<file path="src/rtl/exc_pkg.sv">
package exc_pkg;
  localparam int ADDR_W = 32;
  localparam int NREQ   = 18;
  localparam int IDX_W  = $clog2(NREQ);
  localparam int CODE_W = 5;

  // request bit positions, lowest index = highest priority
  localparam int RQ_RESET = 0,  RQ_IRQ = 1,   RQ_IF_ADDR = 2, RQ_IF_REFILL = 3;
  localparam int RQ_IF_INV = 4, RQ_ILLEGAL = 5, RQ_COP_OFF = 6, RQ_SYSCALL = 7;
  localparam int RQ_BREAK = 8,  RQ_OVFL = 9,  RQ_TRAP = 10,   RQ_LD_ADDR = 11;
  localparam int RQ_ST_ADDR = 12, RQ_LD_REFILL = 13, RQ_ST_REFILL = 14;
  localparam int RQ_LD_INV = 15, RQ_ST_INV = 16, RQ_TLB_MOD = 17;

  localparam logic [CODE_W-1:0] EC_IRQ = 5'h00, EC_TLB_MOD = 5'h01;
  localparam logic [CODE_W-1:0] EC_TLB_LD = 5'h02, EC_TLB_ST = 5'h03;
  localparam logic [CODE_W-1:0] EC_ADDR_LD = 5'h04, EC_ADDR_ST = 5'h05;
  localparam logic [CODE_W-1:0] EC_SYSCALL = 5'h08, EC_BREAK = 5'h09;
  localparam logic [CODE_W-1:0] EC_ILLEGAL = 5'h0A, EC_COP_OFF = 5'h0B;
  localparam logic [CODE_W-1:0] EC_OVFL = 5'h0C, EC_TRAP = 5'h0D;

  localparam logic [ADDR_W-1:0] OFS_REFILL = 32'h0000_0000;
  localparam logic [ADDR_W-1:0] OFS_GENERAL = 32'h0000_0180;
  localparam logic [ADDR_W-1:0] OFS_VEC_IRQ = 32'h0000_0200;

  localparam logic [2:0] SW_STATUS = 3'd0, SW_CAUSE = 3'd1, SW_EBASE = 3'd2;
  localparam logic [2:0] SW_SHADOW = 3'd3, SW_EPC = 3'd4;

  typedef struct packed {
    logic [CODE_W-1:0] code;
    logic rst;
    logic irq;
    logic cop;
    logic tlb;
    logic refill;
    logic badva;
  } exc_attr_t;

  function automatic exc_attr_t attr_of(input logic [IDX_W-1:0] idx);
    exc_attr_t a;
    a = '0;
    case (int'(idx))
      RQ_RESET:     a.rst = 1'b1;
      RQ_IRQ:       begin a.code = EC_IRQ; a.irq = 1'b1; end
      RQ_IF_ADDR:   begin a.code = EC_ADDR_LD; a.badva = 1'b1; end
      RQ_IF_REFILL: begin a.code = EC_TLB_LD; a.tlb = 1'b1; a.refill = 1'b1; a.badva = 1'b1; end
      RQ_IF_INV:    begin a.code = EC_TLB_LD; a.tlb = 1'b1; a.badva = 1'b1; end
      RQ_ILLEGAL:   a.code = EC_ILLEGAL;
      RQ_COP_OFF:   begin a.code = EC_COP_OFF; a.cop = 1'b1; end
      RQ_SYSCALL:   a.code = EC_SYSCALL;
      RQ_BREAK:     a.code = EC_BREAK;
      RQ_OVFL:      a.code = EC_OVFL;
      RQ_TRAP:      a.code = EC_TRAP;
      RQ_LD_ADDR:   begin a.code = EC_ADDR_LD; a.badva = 1'b1; end
      RQ_ST_ADDR:   begin a.code = EC_ADDR_ST; a.badva = 1'b1; end
      RQ_LD_REFILL: begin a.code = EC_TLB_LD; a.tlb = 1'b1; a.refill = 1'b1; a.badva = 1'b1; end
      RQ_ST_REFILL: begin a.code = EC_TLB_ST; a.tlb = 1'b1; a.refill = 1'b1; a.badva = 1'b1; end
      RQ_LD_INV:    begin a.code = EC_TLB_LD; a.tlb = 1'b1; a.badva = 1'b1; end
      RQ_ST_INV:    begin a.code = EC_TLB_ST; a.tlb = 1'b1; a.badva = 1'b1; end
      RQ_TLB_MOD:   begin a.code = EC_TLB_MOD; a.tlb = 1'b1; a.badva = 1'b1; end
      default:      a = '0;
    endcase
    return a;
  endfunction

  // handler address for a non-reset entry; exl and bev are pre-entry values
  function automatic logic [ADDR_W-1:0] pick_vector(
      input logic refill, input logic irq, input logic iv,
      input logic exl, input logic bev,
      input logic [ADDR_W-1:0] base, input logic [ADDR_W-1:0] boot_vec);
    if (refill)          return base + (exl ? OFS_GENERAL : OFS_REFILL);
    else if (bev)        return boot_vec;
    else if (irq && iv)  return base + OFS_VEC_IRQ;
    else                 return base + OFS_GENERAL;
  endfunction

  // returns {delay_slot_flag, exception_pc}
  function automatic logic [ADDR_W:0] rewind_epc(
      input logic [ADDR_W-1:0] cur_pc, input logic [ADDR_W-1:0] nxt_pc);
    logic slot;
    slot = (cur_pc + 32'd4) != nxt_pc;
    return {slot, slot ? (cur_pc - 32'd4) : cur_pc};
  endfunction
endpackage

</file>
<file path="src/rtl/exc_prio_sel.sv">
module exc_prio_sel #(
  parameter int N  = 18,
  parameter int IW = 5
) (
  input  logic [N-1:0]  req,
  output logic          fire,
  output logic [IW-1:0] idx
);
  logic [N:0]   seen;
  logic [N-1:0] grant;

  assign seen[0] = 1'b0;
  for (genvar gi = 0; gi < N; gi++) begin : g_chain
    assign grant[gi]  = req[gi] & ~seen[gi];
    assign seen[gi+1] = seen[gi] | req[gi];
  end

  assign fire = seen[N];

  always_comb begin
    idx = '0;
    for (int i = 0; i < N; i++)
      if (grant[i]) idx = idx | IW'(i);
  end
endmodule

</file>
<file path="src/rtl/exc_vector_calc.sv">
module exc_vector_calc
  import exc_pkg::*;
#(
  parameter logic [ADDR_W-1:0] RESET_VEC = 32'hBFC0_0000,
  parameter logic [ADDR_W-1:0] BOOT_VEC  = 32'hBFC0_0200
) (
  input  logic              is_reset,
  input  logic              is_refill,
  input  logic              is_irq,
  input  logic              iv,
  input  logic              exl,
  input  logic              bev,
  input  logic [ADDR_W-1:0] base,
  input  logic [ADDR_W-1:0] cur_pc,
  input  logic [ADDR_W-1:0] nxt_pc,
  output logic [ADDR_W-1:0] handler,
  output logic [ADDR_W-1:0] epc_new,
  output logic              in_slot
);
  logic [ADDR_W:0] rw;

  assign handler = is_reset ? RESET_VEC
                            : pick_vector(is_refill, is_irq, iv, exl, bev, base, BOOT_VEC);
  assign rw      = rewind_epc(cur_pc, nxt_pc);
  assign in_slot = rw[ADDR_W];
  assign epc_new = rw[ADDR_W-1:0];
endmodule

</file>
<file path="src/rtl/exc_entry_ctrl.sv">
module exc_entry_ctrl
  import exc_pkg::*;
#(
  parameter int                SRS_W     = 4,
  parameter int                VPN_LSB   = 13,
  parameter int                COP_W     = 2,
  parameter logic [ADDR_W-1:0] RESET_VEC = 32'hBFC0_0000,
  parameter logic [ADDR_W-1:0] BOOT_VEC  = 32'hBFC0_0200,
  parameter logic [ADDR_W-1:0] EBASE_RST = 32'h8000_0000
) (
  input  logic                     clk,
  input  logic                     rst_n,
  input  logic [NREQ-1:0]          req_vec,
  input  logic [ADDR_W-1:0]        pc,
  input  logic [ADDR_W-1:0]        next_pc,
  input  logic [ADDR_W-1:0]        fault_addr,
  input  logic [COP_W-1:0]         cop_id,
  input  logic                     sw_we,
  input  logic [2:0]               sw_sel,
  input  logic [ADDR_W-1:0]        sw_wdata,
  output logic                     taken,
  output logic [ADDR_W-1:0]        fetch_addr,
  output logic                     status_exl,
  output logic                     status_bev,
  output logic [ADDR_W-1:0]        ebase,
  output logic [SRS_W-1:0]         srs_ess,
  output logic [SRS_W-1:0]         srs_css,
  output logic [SRS_W-1:0]         srs_pss,
  output logic [CODE_W-1:0]        cause_code,
  output logic                     cause_bd,
  output logic [COP_W-1:0]         cause_ce,
  output logic                     cause_iv,
  output logic [ADDR_W-1:0]        epc,
  output logic [ADDR_W-1:0]        badvaddr,
  output logic [ADDR_W-VPN_LSB-1:0] entryhi_vpn2,
  output logic [ADDR_W-VPN_LSB-1:0] context_vpn2
);
  localparam int VPN_W   = ADDR_W - VPN_LSB;
  localparam int BASE_LO = 12;

  // named internal events
  logic             exc_fire;
  logic [IDX_W-1:0] sel_idx;
  exc_attr_t        sel_attr;
  logic [CODE_W-1:0] sel_code;
  logic             sel_is_reset;
  logic             sel_is_refill;
  logic             rotate_en;
  logic             in_slot;
  logic [ADDR_W-1:0] handler;
  logic [ADDR_W-1:0] epc_new;

  exc_prio_sel #(.N(NREQ), .IW(IDX_W)) u_prio (
    .req  (req_vec),
    .fire (exc_fire),
    .idx  (sel_idx)
  );

  assign sel_attr      = attr_of(sel_idx);
  assign sel_code      = sel_attr.code;
  assign sel_is_reset  = sel_attr.rst;
  assign sel_is_refill = sel_attr.refill;
  assign rotate_en     = exc_fire && !sel_attr.rst && !status_exl && !status_bev;

  exc_vector_calc #(.RESET_VEC(RESET_VEC), .BOOT_VEC(BOOT_VEC)) u_vec (
    .is_reset  (sel_attr.rst),
    .is_refill (sel_attr.refill),
    .is_irq    (sel_attr.irq),
    .iv        (cause_iv),
    .exl       (status_exl),
    .bev       (status_bev),
    .base      (ebase),
    .cur_pc    (pc),
    .nxt_pc    (next_pc),
    .handler   (handler),
    .epc_new   (epc_new),
    .in_slot   (in_slot)
  );

  always_ff @(posedge clk) begin
    if (!rst_n) begin
      taken        <= 1'b0;
      fetch_addr   <= RESET_VEC;
      status_exl   <= 1'b1;
      status_bev   <= 1'b1;
      ebase        <= EBASE_RST;
      srs_ess      <= '0;
      srs_css      <= '0;
      srs_pss      <= '0;
      cause_code   <= '0;
      cause_bd     <= 1'b0;
      cause_ce     <= '0;
      cause_iv     <= 1'b0;
      epc          <= '0;
      badvaddr     <= '0;
      entryhi_vpn2 <= '0;
      context_vpn2 <= '0;
    end else begin
      taken <= exc_fire;
      if (exc_fire) begin
        fetch_addr <= handler;
        status_exl <= 1'b1;
        if (sel_attr.rst) begin
          status_bev <= 1'b1;
        end else begin
          if (rotate_en) begin
            srs_pss <= srs_css;
            srs_css <= srs_ess;
          end
          cause_code <= sel_attr.code;
          cause_bd   <= in_slot;
          cause_ce   <= sel_attr.cop ? cop_id : '0;
          epc        <= epc_new;
          if (sel_attr.badva) badvaddr <= fault_addr;
          if (sel_attr.tlb) begin
            entryhi_vpn2 <= fault_addr[ADDR_W-1:VPN_LSB];
            context_vpn2 <= fault_addr[ADDR_W-1:VPN_LSB];
          end
        end
      end else if (sw_we) begin
        case (sw_sel)
          SW_STATUS: begin
            status_exl <= sw_wdata[0];
            status_bev <= sw_wdata[1];
          end
          SW_CAUSE:  cause_iv <= sw_wdata[0];
          SW_EBASE:  ebase <= {sw_wdata[ADDR_W-1:BASE_LO], {BASE_LO{1'b0}}};
          SW_SHADOW: begin
            srs_ess <= sw_wdata[SRS_W-1:0];
            srs_css <= sw_wdata[2*SRS_W-1:SRS_W];
            srs_pss <= sw_wdata[3*SRS_W-1:2*SRS_W];
          end
          SW_EPC:    epc <= sw_wdata;
          default:   ;
        endcase
      end
    end
  end

  logic unused_vpn_w;
  assign unused_vpn_w = (VPN_W > 0);
endmodule

</file>
<file path="config.mk">
export PLATFORM = sky130hd
export DESIGN_NAME = exc_entry_ctrl
export DESIGN_NICKNAME = d
export VERILOG_FILES = /design/src/rtl/exc_pkg.sv /design/src/rtl/exc_prio_sel.sv /design/src/rtl/exc_vector_calc.sv /design/src/rtl/exc_entry_ctrl.sv
export SDC_FILE = /design/constraint.sdc
export NUM_CORES = 1
export LEC_CHECK = 0
export BUFFER_PORTS_ARGS = -buffer_cell sky130_fd_sc_hd__buf_2
export CAP_MARGIN = 20
export CORE_ASPECT_RATIO = 1.4
export CORE_UTILIZATION = 35
export DETAILED_ROUTE_END_ITERATION = 10
export RECOVER_POWER = 50
export SETUP_SLACK_MARGIN = 0.15
export SYNTH_ARGS = -nofsm -noshare
export SYNTH_HDL_FRONTEND = slang
export SYNTH_HIERARCHICAL = 1
export SYNTH_SLANG_ARGS = --single-unit
</file>
<file path="constraint.sdc">
create_clock -name clk -period 4.55 [get_ports clk]
set_input_delay 0.455 -clock clk [delete_from_list [all_inputs] [get_ports clk]]
set_output_delay 0.455 -clock clk [all_outputs]
set_load 0.01 [all_outputs]
</file>
# [After elaboration in Yosys (flattened, before gate mapping)]
# Index checks and enable logic that the tools add are counted.
[classes] n_addsub=5 eq_ne=25 mux=49 bitwise=54 reduce_logical=30
[op_table] cell="$mux W32" count=9
[op_table] cell="$mux W4" count=18
[op_table] cell="$pmux W4 S11" count=1
[op_table] cell="$eq A5 B4 Y1 const B" count=8
[op_table] cell="$add A32 B10 Y32 const B" count=1
[op_table] cell="$add A32 B3 Y32 const B" count=1
[op_table] cell="$add A32 B32 Y32" count=1
[op_table] cell="$add A32 B9 Y32 const B" count=1
[op_table] cell="$ne A32 B32 Y1" count=1
[op_table] cell="$sub A32 B3 Y32 const B" count=1
[op_table] cell="$reduce_and A3 Y1" count=7
[op_table] cell="$eq A5 B3 Y1 const B" count=4
[op_table] cell="$not A1 Y1" count=20
[op_table] cell="$and A1 B1 Y1" count=17
[op_table] cell="$or A1 B1 Y1" count=17
[op_table] cell="$mux W3" count=4
[op_table] cell="$mux W1" count=11
[op_table] cell="$eq A5 B2 Y1 const B" count=2
[op_table] cell="$eq A5 B5 Y1 const B" count=2
[op_table] cell="$mux W5" count=2
[op_table] cell="$reduce_or A10 Y1" count=1
[op_table] cell="$mux W9" count=1
[op_table] cell="$reduce_bool A2 Y1" count=4
[op_table] cell="$reduce_or A7 Y1" count=1
[op_table] cell="other kinds (16)" count=28
[totals] reg_bits=159 in_bits=154 out_inout_bits=190 word_cells=178

# [Longest topological paths before layout]
# Gate-level depths: netlist of run 1.
[logic_depth] ltp_word=28 ltp_mapped=19 depth_no_buf=18

# [Cells and area by module]
# Netlist of run 1, hierarchy kept.
[modules_own_cells] module="exc_entry_ctrl" n_inst=1 cells_per_inst=767 area_per_inst_um2=6970.4 seq_area_each_um2=3163.0
[modules_own_cells] module="exc_vector_calc" n_inst=1 cells_per_inst=453 area_per_inst_um2=2867.8 seq_area_each_um2=0.0
[modules_own_cells] module="exc_prio_sel" n_inst=1 cells_per_inst=39 area_per_inst_um2=220.2 seq_area_each_um2=0.0

# [Least setup slack after synthesis of run 1]
# No wires, ideal clock.
[synth_path] path_kind="input-to-reg" start="input req_vec[1]" end="register fetch_addr[28]" setup_ns=0.129 t_arrival_ns=3.871 required_ns=4.421 path_slack_ns=0.550 cell_stages=15 path_buffers=3 cell_sequence="or4_4 -> nor2_1 -> a21boi_0 -> buf_2 -> nand2_1 -> o21ai_0 -> a21oi_1 -> nor2_1 -> clkbuf_1 -> inv_1 -> a21oi_1 -> clkbuf_1 -> o21ai_0 -> mux2i_1 -> nand2_1"
[synth_lines] item="from (decl)" line="exc_entry_ctrl.sv:13" text="input logic [NREQ-1:0] req_vec,"
[synth_lines] item="to (signal assigned)" line="exc_entry_ctrl.sv:101" text="fetch_addr <= handler;"
[synth_lines] item="to (decl)" line="exc_entry_ctrl.sv:22" text="output logic [ADDR_W-1:0] fetch_addr,"

# [Worst setup path in the final report of run 1]
[layout_path] start="input pc[6]" end="register epc[28]"
[layout_between] elab_chain_cells=5 word_cells_on_any_way=6
[layout_rtl] item="from (decl)" line="exc_entry_ctrl.sv:14" text="input logic [ADDR_W-1:0] pc,"
[layout_rtl] item="$add A32 B3 Y32" line="exc_pkg.sv:80" text="slot = (cur_pc + 32'd4) != nxt_pc;"
[layout_rtl] item="$ne A32 B32 Y1" line="exc_pkg.sv:80"
[layout_rtl] item="$mux W32 (*)" line="exc_pkg.sv:81" text="return {slot, slot ? (cur_pc - 32'd4) : cur_pc};"
[layout_rtl] item="net epc_new[28]" line="exc_entry_ctrl.sv:51" text="logic [ADDR_W-1:0] epc_new;"
[layout_rtl] item="$mux W32 (*)" line="exc_entry_ctrl.sv:103" text="if (sel_attr.rst) begin"
[layout_rtl] item="$mux W32 (*)" line="exc_entry_ctrl.sv:100" text="if (exc_fire) begin"
[layout_rtl] item="to (signal assigned)" line="exc_entry_ctrl.sv:113" text="epc <= epc_new;"
[layout_rtl] item="to (signal assigned)" line="exc_entry_ctrl.sv:133" text="SW_EPC: epc <= sw_wdata;"
[layout_rtl] item="to (decl)" line="exc_entry_ctrl.sv:33" text="output logic [ADDR_W-1:0] epc,"
# Mark *: on every way through the listed nets, which the timed path passes. The rest lies on a longest branch. The select of a mux whose other input is x is not followed.
# A chain may end at the register's enable or synchronous reset.

==> impl_metrics.toml, run 1 <==
[cells_and_area]
utilization_pct = 43.3
mostFrequentLayoutCells = "nand2_1, clkbuf_1, buf_2, dfxtp_1, mux2i_1"
fill_cells = 3012
stdcell_count = 1930
layout_commonest_cell = "nand2_1"
syn_to_final_growth_pct = 22.0
drive_above_1_share_pct = 16.6
nets = 1700
design_area_mm2 = 0.0123

[clock_tree]
postCtsHoldBufs = 0
cts_root_buf = "clkbuf_16"
htree_levels = 4
path_clk_slew_ps = 70
cts_resized = 0
cts_tree = "built"
clockBufferDepth = 2
insertion_delay_ps = 440
clkSinkCount = 158
postCtsSetupBuffers = 0
cts_buffers = 17

[global_route]
antenna_found_initial = 3
grt.overflow.total = 0
grtUsageTotal_pct = 22.7
grt_pass1_vias = 9676
grt_max_degree = 78
grt_pass1_wl_um = 53100

[yosys]
synth_area_mm2 = 0.0101
synth-async-reset-ratio_pct = 0
synthDistinctLibCells = 78
yosys_warnings = 6
yosys_register_bits = 158
syn_inst = 1259
synth_edf_count = 0
avgSynthCellArea_um2 = 7.99
synth_seq_area_share_pct = 31.4
synthFlopType = "dfxtp_1"

[drt]
vias_per_cell = 5.32
drt_iter0_drc = 566
dr_total_vias = 10300
drc_errors = 0
final_antenna_net_count = 0
routedWlPerCell_um = 17.7
drtPass1Iterations = 5
finalWirelength_um = 34200

[timing]
slew_headroom_pct = 30.9
post-route-min-period_ps = 3730
worstMarginPinSlew_ps = 1040
hold_slack_ps = 266
finalHoldViolCount = 0
fin_crit_sh_pct = 81.9
clock_skew_ps = 10.7
finalSetupViolCount = 0
maxSlewViolCount = 0
tns_ps = 0
max_freq_mhz = 268
rsz0062_at_grt = "false"

[placement]
gp_congestion = 0.915
port-buffer-count = 330
placed_cells = 1894
place_area_mm2 = 0.0119
hpwlAfterDp_um = 25800

[floorplanning]
coreArea_mm2 = 0.0283
fp.dieW_um = 145
ioPinCount = 344
start_util_pct = 35.5
num_rows = 73
die_area_mm2 = 0.0294
dieHeight_um = 203

[power_and_ir_drop]
powerDensity_mw_per_mm2 = 285
p_leak_nw = 4.97
peakVddDrop_mv = 0.195

[worst_hold_path]
hold_path.class = "input port to flop"

[worst_setup_path]
crit_family = "simple AND/OR/NAND/NOR gates"
critPathKind = "input port to flop"
arrival_ps = 4070
crit_fanout = 30
cp-end-kind = "flop"
cpMostUsedCell = "nand4_1"
worstPathRequired_ps = 4900
path_cells = "buf_2 > nand4_2 > or4_4 > or3_1 > a2111o_1 > nor4_1 > nand4_1 > buf_4 > nand4_1 > xnor2_1 > mux2i_1 > a211oi_1"
cp-start-kind = "input port"
slowest_stage = "or4_4"
slowest_delay_ps = 650
path_buf_inv = 2

[run_status]
status = "complete, no violations"

[flow_run]
drv_cap = 0
==> layout make-up <==
cell class	count	area (µm²)	share of cell area (%)
sequential	158	3160	25.8
tap	375	469	3.82
clock inverter	15	163	1.33
inverter	24	92.6	0.754
clock buffer	17	425	3.47
multi-input combinational	979	6250	50.9
timing repair buffer	359	1700	13.9
antenna	3	7.51	0.0612
==> cells in the mapped netlist, types with 33 or more instances <==
| library cell | instances | area (µm²) |
|---|---|---|
| nand2_1 | 169 | 634 |
| dfxtp_1 | 158 | 3160 |
| mux2i_1 | 95 | 951 |
| nor2_1 | 86 | 323 |
| a21oi_1 | 83 | 415 |
| nor3_1 | 65 | 325 |
| clkbuf_1 | 61 | 229 |
| nand4_1 | 49 | 307 |
| xnor2_1 | 48 | 420 |
| a211oi_1 | 39 | 293 |
| xor2_1 | 38 | 333 |
| buf_4 | 36 | 270 |
| nand3_1 | 33 | 165 |
==> routing by layer <==
layer	track usage, %	part of all wire, %
met1	25.8	41
met2	40.5	51
met3	3.53	4.5
met4	12.7	4.4
met5	0	0
==> tightest hold or removal path, cell delays in order <==
cell and delay (ps):
buf_2 100, nand2_1 50, a21oi_1 50
==> registers in the layout, summed over array words and instances (netlist names) <==
signal / cells
fetch_addr: 32
status_bev: 1
cause_code: 4
cause_bd: 1
epc: 32
ebase: 20
status_exl: 1
taken: 1
cause_iv: 1
srs_pss: 4
srs_ess: 4
cause_ce: 2
srs_css: 4
context_vpn2: 19
badvaddr: 32
==> cell families (layout without fill, tap and decap cells) <==
kind of cell / after synthesis / after routing / synth area share (%)
simple gates: 506 / 506 / 25.6
buf+inv: 164 / 415 / 8.35
mux: 99 / 99 / 9.90
other cells: 1 / 46 / 0.0373
xor+xnor: 86 / 86 / 7.49
fa+ha+maj: 7 / 7 / 0.945
flops: 158 / 158 / 31.4
compound gates: 238 / 238 / 16.2
==> stage by stage <==
| step | setup WS [ps] | power [W] |
|---|---|---|
| 2_1_floorplan | 550 | 0.00186 |
| 3_5_place_dp | 440 | 0.00209 |
| 5_1_grt | 810 | 0.00366 |
| 6_report | 822 | 0.00349 |
| 4_1_cts | 919 | 0.00354 |
| 3_3_place_gp | 483 | 0.00208 |
==> worst paths after layout <==
path	end	slack, ps	startpoint	cells after the start
worst max-delay path	epc[28]	820	pc[6]	12
worst min-delay path	ebase[20]	270	sw_wdata[20]	3
worst max register to register	srs_css[0]	2880	status_bev	5
worst min register to register	cause_ce[0]	460	cause_ce[0]	2
==> where the power goes <==
group	switching, W	leakage (nW)	total (W)	internal (W)
logic	0.000360	3.40	0.000577	0.000217
registers	0.0000352	1.29	0.00147	0.00144
clock network	0.000627	0.281	0.00144	0.000815
total	0.00102	4.97	0.00349	0.00247
Note: power is estimated with default switching activity, not from simulation.
==> inputs of run 2 (changes only) <==
==> constraint.sdc (replaced) <==
create_clock -name clk -period 3.15 [get_ports clk]
set_input_delay 0.315 -clock clk [delete_from_list [all_inputs] [get_ports clk]]
set_output_delay 0.315 -clock clk [all_outputs]
set_load 0.01 [all_outputs]
==> run 2 against run 1 <==
Worst setup slack worse by 600 ps. Sequential share of layout area down 1.5 points. Clock power up 47%. Utilization up 2.7 points. Largest power group unchanged. Critical endpoint is now epc[31]. Routed wire length up 0.94%. Via count up 2.9%.
==> impl_metrics.toml, run 2 (synthesis results as in run 1) <==
[drt]
vias_per_cell = 5.27
drc_errors = 0
final_antenna_net_count = 0
dr_total_vias = 10600
drtPass1Iterations = 5
routedWlPerCell_um = 17.3
drt_iter0_drc = 553
finalWirelength_um = 34600

[cells_and_area]
mostFrequentLayoutCells = "clkbuf_1, nand2_1, buf_2, dfxtp_1, mux2i_1"
utilization_pct = 46.0
syn_to_final_growth_pct = 29.6
diodes = 0
layout_commonest_cell = "clkbuf_1"
nets = 1776
reg_top3 = "badvaddr (32), epc (32), fetch_addr (32)"
design_area_mm2 = 0.0130
drive_above_1_share_pct = 21.6

[clock_tree]
clkSinkCount = 158
path_clk_slew_ps = 60
cts_root_buf = "clkbuf_16"
insertion_delay_ps = 440
htree_levels = 4
cts_tree = "built"
clockBufferDepth = 2
cts_buffers = 17

[placement]
port-buffer-count = 330
gp_congestion = 0.931
post-place-ws_ps = -255
hpwlAfterDp_um = 26500
place_area_mm2 = 0.0125

[global_route]
grtUsageTotal_pct = 22.8
antenna_found_initial = 0
grt_pass1_vias = 9909
grt_pass1_wl_um = 53300
grt.overflow.total = 0
grt_max_degree = 68

[timing]
hold_slack_ps = 132
finalSetupViolCount = 0
rsz0062_at_grt = "true"
worstMarginPinSlew_ps = 840
slew_headroom_pct = 44.0
clock_skew_ps = 7.50
post-route-min-period_ps = 2930
tns_ps = 0
finalHoldViolCount = 0
maxSlewViolCount = 0
fin_crit_sh_pct = 93.0
setup_ws_ps = 221
max_freq_mhz = 341

[worst_setup_path]
slowest_stage = "or4b_4"
worstPathRequired_ps = 3500
arrival_ps = 3280
cp-start-kind = "input port"
critPathKind = "input port to flop"
cp-end-kind = "flop"
path_cells = "buf_2 > buf_4 > or4_4 > or3_4 > or3_4 > or4b_4 > or2_4 > nor4_2 > nand3_1 > xnor2_1 > mux2i_1 > a211oi_2"
slowest_delay_ps = 490
crit_fanout = 3
cpMostUsedCell = "or3_4"

[power_and_ir_drop]
peakVddDrop_mv = 0.330
p_leak_nw = 5.40
powerDensity_mw_per_mm2 = 395

[floorplanning]
start_util_pct = 35.5
die_area_mm2 = 0.0294
num_rows = 73
coreArea_mm2 = 0.0283
dieHeight_um = 203
ioPinCount = 344
fp.dieW_um = 145

[flow_run]
drv_cap = 0

[run_status]
status = "complete, no violations"

[worst_hold_path]
hold_path.class = "input port to flop"
run 2: path summary, 6_finish.rpt:
| kind | from | to | slack (ps) | depth (start not counted) |
|---|---|---|---|---|
| hold reg to reg | cause_code[3] | cause_code[3] | 450 | 2 |
| hold / removal | sw_wdata[31] | ebase[31] | 130 | 3 |
| setup reg to reg | status_bev | srs_pss[2] | 1400 | 5 |
| setup / recovery | pc[11] | epc[31] | 220 | 12 |
run 2: per-layer routing:
metal	GRT usage, %	up-vias	wire length (µm)
li1	-	5182	-
met1	24.8	4908	13400
met3	3.80	66	1840
met4	11.2	0	1320
met5	0	-	0
met2	42.4	399	18000
run 2: area by class of cell:
type / count / area, µm²
sequential: 158 / 3160
inverter: 24 / 95.1
tap: 375 / 469
clock buffer: 22 / 464
timing repair buffer: 435 / 2340
multi-input combinational: 979 / 6370
fill: 2980 / 15300
clock inverter: 10 / 135
run 2: worst max-delay path: cells and delay by family:
family	cells	cell delay (ps)
xor+xnor	1	200
mux	1	120
simple gates	7	2210
buf+inv	2	240
compound gates	1	190
run 2: what timing repair did:
item	in CTS	in global routing
hold buffers	0	0
endpoints found under the setup margin	0	33
buffers inserted	0	4
resized for setup	0	19
run 2: report_power, final:
group / switching [W] / internal, W / leakage, nW
logic: 0.000536 / 0.000361 / 3.82
clock network: 0.000835 / 0.00129 / 0.294
registers: 0.0000474 / 0.00208 / 1.29
total: 0.00142 / 0.00373 / 5.40
run 2: metrics by stage:
step	power, W	std cells
2_1_floorplan	0.00269	1301
3_3_place_gp	0.00307	1966
3_5_place_dp	0.00307	1966
4_1_cts	0.00520	1998
5_1_grt	0.00536	2003
6_report	0.00515	2003
==> inputs of run 3 (changes only) <==
--- a/config.mk
+++ b/config.mk
@@ -10,6 +10,7 @@
 export CORE_ASPECT_RATIO = 1.4
 export CORE_UTILIZATION = 35
 export DETAILED_ROUTE_END_ITERATION = 10
+export MAX_ROUTING_LAYER = met4
 export RECOVER_POWER = 50
 export SETUP_SLACK_MARGIN = 0.15
 export SYNTH_ARGS = -nofsm -noshare
==> run 3 against run 2 <==
Clock skew increased by 1.4 ps. Register-to-register slack about the same. Global-route usage is 0.77 points higher. Worst hold slack improved by 8.6 ps. Sequential cell count did not move. Utilization up 0.28 points. Via count rose by 0.38%. Combinational power up 2%. Largest power group unchanged. Sequential share of layout area down 0.15 points. Total power decreased by 1.6%. Largest cell class unchanged. Routed wire length grew 1.2%.
==> impl_metrics.toml, run 3 (synthesis results as in run 1) <==
[worst_setup_path]
cp.depth = 14
arrival_ps = 3270
slowest_delay_ps = 460
critPathKind = "input port to flop"
path_buf_inv = 4
r2r_cells = 5
cp-end-kind = "flop"
crit_family = "simple AND/OR/NAND/NOR gates"
worstPathRequired_ps = 3450
timing.rr.start = "status_bev"
path_cells = "buf_6 > nand4_1 > or4_4 > or3_4 > a2111o_1 > nor4_2 > buf_4 > nand4_1 > buf_4 > buf_8 > mux2i_1 > nand2_1 > mux2i_1 > a211oi_1"
cp-start-kind = "input port"
critPathLaunch = "pc[2]"
slowest_stage = "or4_4"
crit_fanout = 7

[timing]
maxSlewViolCount = 0
worstMarginPinSlew_ps = 861
setup_ws_ps = 177
finalSetupViolCount = 0
finalHoldViolCount = 0
slew_headroom_pct = 42.6
post-route-min-period_ps = 2970
clock_skew_ps = 8.86
fin_crit_sh_pct = 94.4
max_freq_mhz = 336
rsz0062_at_grt = "true"

[worst_hold_path]
min_path_cells = 3
hold_path.class = "input port to flop"
worst_hold_startpoint = "sw_wdata[3]"

[cells_and_area]
diodes = 0
utilization_pct = 46.3
drive_above_1_share_pct = 21.8
fill_cells = 3010
reg_top3 = "badvaddr (32), epc (32), fetch_addr (32)"
nets = 1779
mostFrequentLayoutCells = "clkbuf_1, nand2_1, dfxtp_1, buf_2, buf_4"
syn_to_final_growth_pct = 30.4
layout_commonest_cell = "clkbuf_1"

[flow_run]
drv_cap = 0

[global_route]
grt_pass1_vias = 9955
grt_pass1_wl_um = 53500
grt_max_degree = 65
antenna_found_initial = 0
grtUsageTotal_pct = 23.6
grt.overflow.total = 0

[clock_tree]
cts_tree = "built"
insertion_delay_ps = 430
cts_root_buf = "clkbuf_16"
path_clk_slew_ps = 70
htree_levels = 4
clkSinkCount = 158
cts_buffers = 17
clockBufferDepth = 2

[drt]
finalWirelength_um = 35000
routedWlPerCell_um = 17.4
drt_iter0_drc = 494
dr_total_vias = 10600
drtPass1Iterations = 5
drc_errors = 0
vias_per_cell = 5.28
final_antenna_net_count = 0

[placement]
gp_congestion = 0.932
post-place-ws_ps = -307
port-buffer-count = 330
hpwlAfterDp_um = 26700

[run_status]
status = "complete, no violations"

[floorplanning]
ioPinCount = 344
num_rows = 73
coreArea_mm2 = 0.0283
start_util_pct = 35.5
dieHeight_um = 203
die_area_mm2 = 0.0294
fp.dieW_um = 145

[power_and_ir_drop]
p_leak_nw = 5.41
powerDensity_mw_per_mm2 = 386
peakVddDrop_mv = 0.331
[run 3: cell type report]
class	count	area [µm²]	area share (%)
multi-input combinational	979	6390	48.7
tap	375	469	3.58
clock buffer	21	450	3.44
sequential	158	3160	24.1
timing repair buffer	438	2430	18.5
clock inverter	10	114	0.868
inverter	24	95.1	0.725
[run 3: worst register-to-register path, stage by stage, from the launching register on]
cell,delay [ps]
dfxtp_1,450
or3b_2,510
a21oi_1,180
buf_4,240
o21ai_0,100
o311a_1,150
[run 3: final timing paths]
path	endpoint	slack, ps
max	epc[6]	180
min	srs_ess[3]	140
max reg2reg	srs_css[0]	1400
min reg2reg	cause_bd	460
[run 3: per-stage QoR]
step / power (W) / TNS (ps) / cell area (µm²) / cells / hold WS (ps)
floorplan: 0.00269 / -29.8 / 10300 / 1301 / 439
global placement: 0.00307 / -4780 / 12500 / 1968 / 442
detailed placement: 0.00308 / -6610 / 12500 / 1968 / 451
CTS: 0.00511 / 0 / 13100 / 1999 / 115
global route: 0.00529 / 0 / 13100 / 2005 / 139
finish: 0.00507 / 0 / 13100 / 2005 / 140
[run 3: per-layer routing]
layer	global-route usage (%)	wire length (µm)
met1	25.6	13900
met2	43.1	18500
met3	2.63	1420
met4	10.2	1080
met5	-	0
[run 3: power breakdown]
part / switching (W) / internal [W] / total, W
combinational: 0.000541 / 0.000376 / 0.000917
clock: 0.000841 / 0.00118 / 0.00202
sequential: 0.0000480 / 0.00208 / 0.00213
total: 0.00143 / 0.00364 / 0.00507
[run 3: repair_timing]
action                     CTS  global route
setup endpoints to repair    1            35
pin swaps                    0            16
gates cloned                 0             1
buffers inserted             0             5
hold buffers                 0             0
gates resized for setup      1            45
